## config.mk

```make
export PLATFORM = sky130hd
export DESIGN_NAME = sid_responder
export DESIGN_NICKNAME = d
export VERILOG_FILES = /design/src/rtl/sid_pkg.sv /design/src/rtl/sid_rst_sync.sv /design/src/rtl/sid_fsm.sv /design/src/rtl/sid_out_decode.sv /design/src/rtl/sid_responder.sv
export SDC_FILE = /design/constraint.sdc
export NUM_CORES = 1
export LEC_CHECK = 0
export BUFFER_PORTS_ARGS = -buffer_cell sky130_fd_sc_hd__buf_2
export CAP_MARGIN = 40
export CORE_AREA = 8 8 45 47
export CTS_BUF_LIST = sky130_fd_sc_hd__clkbuf_8 sky130_fd_sc_hd__clkbuf_16
export DETAILED_ROUTE_END_ITERATION = 6
export DIE_AREA = 0 0 53 55
export PLACE_DENSITY = 0.3
export RECOVER_POWER = 50
export SYNTH_ARGS = -nofsm -noshare
export SYNTH_HDL_FRONTEND = slang
export SYNTH_SLANG_ARGS = --single-unit
```

## constraint.sdc

```tcl
create_clock -name clk -period 1.16 [get_ports clk]
set_input_delay 0.174 -clock clk [delete_from_list [all_inputs] [get_ports clk]]
set_output_delay 0.174 -clock clk [all_outputs]
set_load 0.01 [all_outputs]
```

## src/rtl/sid_pkg.sv

```systemverilog
package sid_pkg;
  localparam int unsigned SID_BITS = 4;

  typedef enum logic [2:0] {
    ST_WAIT = 3'd0,
    ST_B3   = 3'd1,
    ST_B2   = 3'd2,
    ST_B1   = 3'd3,
    ST_B0   = 3'd4
  } sid_state_e;
endpackage

```

## src/rtl/sid_rst_sync.sv

```systemverilog
module sid_rst_sync #(
  parameter int unsigned STAGES = 2
) (
  input  logic clk,
  input  logic rst_n,
  output logic rst_sync_n
);
  logic [STAGES-1:0] sync_q;

  always_ff @(posedge clk or negedge rst_n) begin
    if (!rst_n) sync_q <= '0;
    else        sync_q <= {sync_q[STAGES-2:0], 1'b1};
  end

  assign rst_sync_n = sync_q[STAGES-1];
endmodule

```

## src/rtl/sid_fsm.sv

```systemverilog
module sid_fsm
  import sid_pkg::*;
(
  input  logic       clk,
  input  logic       rst_n,
  input  logic       req_i,
  output sid_state_e state_o
);
  sid_state_e state_q, state_d;
  logic       state_en;

  // Next-state logic
  always_comb begin
    state_d = state_q;
    unique case (state_q)
      ST_WAIT: state_d = req_i ? ST_B3 : ST_WAIT;
      ST_B3:   state_d = ST_B2;
      ST_B2:   state_d = ST_B1;
      ST_B1:   state_d = ST_B0;
      ST_B0:   state_d = ST_WAIT;
      default: state_d = ST_WAIT;
    endcase
  end

  // Only the waiting state with no request holds still
  assign state_en = (state_q != ST_WAIT) || req_i;

  always_ff @(posedge clk or negedge rst_n) begin
    if (!rst_n)        state_q <= ST_WAIT;
    else if (state_en) state_q <= state_d;
  end

  assign state_o = state_q;

  p_wait_hold_r2: assert property (@(posedge clk) disable iff (!rst_n)
    (state_q == ST_WAIT && !req_i) |=> (state_q == ST_WAIT));
  p_start_r3: assert property (@(posedge clk) disable iff (!rst_n)
    (state_q == ST_WAIT && req_i) |=> (state_q == ST_B3));
  p_order_b3_r4: assert property (@(posedge clk) disable iff (!rst_n)
    (state_q == ST_B3) |=> (state_q == ST_B2));
  p_order_b2_r4: assert property (@(posedge clk) disable iff (!rst_n)
    (state_q == ST_B2) |=> (state_q == ST_B1));
  p_order_b1_r6: assert property (@(posedge clk) disable iff (!rst_n)
    (state_q == ST_B1) |=> (state_q == ST_B0));
  p_return_r5: assert property (@(posedge clk) disable iff (!rst_n)
    (state_q == ST_B0) |=> (state_q == ST_WAIT));
endmodule

```

## src/rtl/sid_out_decode.sv

```systemverilog
module sid_out_decode
  import sid_pkg::*;
#(
  parameter logic [SID_BITS-1:0] ID_VALUE = 4'b1101
) (
  input  sid_state_e state_i,
  output logic       bit_o
);
  always_comb begin
    unique case (state_i)
      ST_B3:   bit_o = ID_VALUE[3];
      ST_B2:   bit_o = ID_VALUE[2];
      ST_B1:   bit_o = ID_VALUE[1];
      ST_B0:   bit_o = ID_VALUE[0];
      default: bit_o = 1'b0;
    endcase
  end
endmodule

```

## src/rtl/sid_responder.sv

```systemverilog
module sid_responder
  import sid_pkg::*;
#(
  parameter logic [SID_BITS-1:0] ID_VALUE   = 4'b1101,
  parameter int unsigned         SYNC_DEPTH = 2
) (
  input  logic clk,
  input  logic rst_n,
  input  logic id_req,
  output logic id_out
);
  logic       rst_core_n;
  sid_state_e state;

  sid_rst_sync #(.STAGES(SYNC_DEPTH)) u_rst_sync (
    .clk        (clk),
    .rst_n      (rst_n),
    .rst_sync_n (rst_core_n)
  );

  sid_fsm u_fsm (
    .clk     (clk),
    .rst_n   (rst_core_n),
    .req_i   (id_req),
    .state_o (state)
  );

  sid_out_decode #(.ID_VALUE(ID_VALUE)) u_dec (
    .state_i (state),
    .bit_o   (id_out)
  );

  p_wait_low_r2: assert property (@(posedge clk) disable iff (!rst_core_n)
    (state == ST_WAIT) |-> (id_out == 1'b0));
  p_moore_r7: assert property (@(posedge clk) disable iff (!rst_core_n)
    (state == $past(state)) |-> (id_out == $past(id_out)));
  p_reset_low_r1: assert property (@(posedge clk)
    (!rst_core_n) |-> (id_out == 1'b0));
endmodule

```

Word-level counts from Yosys, hierarchy flattened
Index checks and enable logic that the tools add are counted.
- eq/ne operators: 4
- muxes and demuxes: 3
- reduce and logical (&&, ||, !) cells: 4
- operators with widths (kind ; number):
    case mux 3 bit (4 select lines) ; 1
    == test 3 x 2 -> 1 bit, second input constant ; 2
    == test 3 x 1 -> 1 bit, second input constant ; 1
    == test 3 bit, second input constant ; 1
    logical NOT 3 bit ; 1
    nonzero test 3 bit ; 1
    OR reduction 3 bit ; 1
    two-way mux 1 bit ; 2
    logical OR 1 bit ; 1
- bits in registers: 5
- output and inout bits: 1

Longest topological paths before layout
- depth after elaboration: 3
- gate-level depth with buffers: 2

Hierarchy
A second synthesis with hierarchy kept.
- cells, all modules: 15
- area total of the unflattened synthesis: 178.9 um^2
- modules (own cells, without submodules) (module ; instances ; cells an instance ; area each (um^2) ; sequential area each (um^2)):
    sid_fsm ; 1 ; 9 ; 103.8 ; 75.1
    sid_rst_sync ; 1 ; 3 ; 53.8 ; 50.0
    sid_out_decode ; 1 ; 3 ; 21.3 ; 0.0

Worst setup path before layout
Ideal clock, no wire load.
- path type: reg2out
- from: reg u_fsm.state_q[0], in the netlist u_fsm.state_o[0]
- to: out id_out
- arrival time: 0.761 ns
- required time: 0.986 ns
- slack: 0.225 ns
- stages on the path, launching flop included: 3
- path through: dfrtp_1 xor2_1 o21a_1
- longest elaborated chain between the ends: 3
- elaborated cells on any way between the ends: 5
- ends and longest elaborated chain (item ; line ; text):
    start: declaration ; sid_fsm.sv:9 ; sid_state_e state_q, state_d;
    start signal: assignment ; sid_fsm.sv:30 ; else if (state_en) state_q <= state_d;
    == test 3 x 1 -> 1 bit (tied with other cells) ; sid_out_decode.sv:10 ; unique case (state_i)
    OR reduction 3 bit (no line) * ; n/a ;
    two-way mux 1 bit * ; sid_out_decode.sv:10 ;
    end: declaration ; sid_responder.sv:10 ; output logic id_out
Every way passes the cells marked *; elsewhere a longest branch is shown, timed or not.

Worst setup path after layout
- from: reg u_fsm.state_q[2], in the netlist u_fsm.state_o[2]
- to: out id_out
The elaborated chain is that of the path after synthesis.

==> flow_summary.json <==
{
  "die-area_um2": 2915,
  "min_period_over_period_pct": 107.4,
  "dieWidth_um": 53,
  "required_ps": 990,
  "antenna_found_initial": 0,
  "final_layout_size_suffix_gt1_share_pct": 36.00,
  "synth_top_area_cell": "dfrtp_1",
  "cp-end-kind": "output port",
  "syn_avg_cell_area_um2": 12.96,
  "final_cells": 41,
  "dp_slack_ps": 99.54,
  "rsz0062_at_grt": "true",
  "routed_wl_um": 312,
  "dp_cells": 33,
  "p_clk_share_pct": 35.4,
  "setup_ws_ps": -85.43,
  "die_h_um": 55,
  "layout_common_cells": "dfrtp_1, clkbuf_8, buf_4",
  "worstPathMaxFanout": 3,
  "r2r_slack_ps": 210,
  "area_growth_pct": 61.38,
  "cts.sinks": 5,
  "setup-violations-final": 1,
  "p_per_area_nw_per_um2": 2963,
  "max_freq_ghz": 0.8029,
  "critPathLaunchType": "flip-flop",
  "vdd_drop_max_mv": 0.7049,
  "gp_congestion": 0.5175,
  "ys_ff_latch": 5,
  "status": "finished, violations left",
  "initial_core_util_pct": 13.11,
  "r2r-end": "u_fsm.state_o[1]$_DFFE_PN0P_",
  "worst_hold_path_type": "reg -> async",
  "diodes": 0,
  "ioPinCount": 4,
  "combPwrFrac_pct": 32.1,
  "worst_skew_pair.late_latency_ps": 220,
  "static-leakage-power_nw": 0.1423,
  "seq_area_frac_synth_pct": 68.97,
  "regToRegStartpoint": "u_fsm.state_o[0]$_DFFE_PN0P_",
  "synth.top_cells.by_area": "dfrtp_1, and3b_2, xnor2_1",
  "cp.arrival_ps": 1070,
  "grt_max_degree": 6,
  "finClkSkew_ps": 0.4894,
  "root_buffer": "clkbuf_8",
  "tritoncts": "yes",
  "p_seq_share_pct": 32.5,
  "violations": "setup timing",
  "drc_errors": 0,
  "switching_share_pct": 27.82,
  "io_buffers": 3,
  "grt_pass1_wl_um": 621,
  "yosys_warnings": 0,
  "wl_per_cell_um": 7.610,
  "core.rowCount": 14,
  "grt-ovfl-total": 0,
  "syn_area_um2": 181.4,
  "ys_types": 9,
  "synth_nets": 17,
  "p_int_w": 0.0006262,
  "finalMaxSlewViolations": 0,
  "clkTransAtPathRegs_ps": 30,
  "critPathKind": "reg -> out",
  "ant_nets": 0,
  "ff2ff_path_depth": 4,
  "dr.pass1.iters": 1,
  "numCtsBuffers": 3,
  "via_per_inst": 3.098,
  "nets": 29,
  "clockBufferDepth": 2,
  "cap_violations": 0,
  "hold_viol": 0,
  "synth_top_area_share_pct": 68.97,
  "syn-instance-count": 14,
  "layout_commonest_cell": "dfrtp_1",
  "htreeDepth": 1,
  "min_period_ps": 1245,
  "coreArea_um2": 1384,
  "power_switching_w": 0.0002413,
  "dpl.hpwl_um": 219.7,
  "first_global_vias": 165,
  "dr_total_vias": 127,
  "drt-initial-drc-count": 0,
  "grt_use_total_pct": 3.341
}
-- worst max path at each step --
| stage | start | to | slack, ps | depth (start not counted) |
|---|---|---|---|---|
| 3_5_place_dp | u_fsm.state_o[0]$_DFFE_PN0P_ | id_out | 100 | 3 |
| 6_report | u_fsm.state_o[2]$_DFFE_PN0P_ | id_out | -90 | 3 |
| 5_1_grt | u_fsm.state_o[2]$_DFFE_PN0P_ | id_out | -140 | 3 |
| 3_3_place_gp | u_fsm.state_o[0]$_DFFE_PN0P_ | id_out | 110 | 3 |
| 4_1_cts | u_fsm.state_o[2]$_DFFE_PN0P_ | id_out | -90 | 3 |
| 2_1_floorplan | u_fsm.state_o[0]$_DFFE_PN0P_ | id_out | 220 | 2 |
-- logic make-up (layout without fill, tap and decap cells) --
group	after synthesis	after routing	share of synthesized area, %
other	1	1	2.067
flip-flops	5	5	68.97
buffers and inverters	0	11	0
AND/OR/NAND/NOR	4	4	12.41
XOR/XNOR	2	2	9.657
AO/OA/AOI/OAI	2	2	6.895
-- power groups by stage --
stage               logic, W  registers (W)  clock network, W
CTS                 0.000282       0.000281          0.000322
detailed placement  0.000194       0.000297                 0
finish              0.000278       0.000282          0.000308
floorplan           0.000142       0.000285                 0
global placement    0.000193       0.000296                 0
global route        0.000319       0.000292          0.000341
-- synth_stat cells --
master,instances
nor3_1,1
xnor2_1,1
dfrtp_1,5
conb_1,1
o21ai_0,1
nor2_1,2
and3b_2,1
xor2_1,1
o21a_1,1
-- cell type report --
class / instances / area [µm²]
clock buffer: 3 / 41.29
sequential: 5 / 125.1
timing repair buffer: 7 / 46.29
clock inverter: 1 / 3.754
multi-input combinational: 9 / 56.30
tap: 16 / 20.02
fill: 153 / 1091
-- layer usage --
layer / vias up / global-route usage, % / wire length (µm)
li1: 65 / - / -
met1: 58 / 2.141 / 124
met2: 4 / 4.688 / 146
met3: 0 / 2.941 / 41
met4: 0 / 5.172 / 0
met5: - / 0 / 0
-- critical path, cell delays in order (launching register included) --
cell     delay [ps]
dfrtp_1         390
xor2_1          170
o21a_1          160
buf_2           130
-- flip-flops by register name (all words and copies together) (netlist names) --
name / cells
u_rst_sync.sync_q: 2
u_fsm.state_o: 3
-- repair_timing --
item / CTS / global route
hold buffers: 1 / 0
setup buffers: 3 / 0
cloned: 0 / 0
resized for setup: 0 / 1
setup endpoints to repair: 1 / 1
hold endpoints to repair: 2 / 0
pin swaps: 1 / 0
-- metrics by stage --
stage	total power (W)	TNS (ps)	instance area, µm²	utilization [%]	hold WS, ps
after global placement	0.0004890	0	216.5	15.64	-40.64
after detailed placement	0.0004914	0	216.5	15.64	-35.83
final	0.0008675	-85.43	292.8	21.16	39.58
after global routing	0.0009523	-140.2	292.8	21.16	62.10
after floorplan	0.0004276	0	181.4	-	-121.6
after CTS	0.0008842	-91.54	294.0	21.25	43.63
No activity file was read; power rests on OpenSTA's default activity.
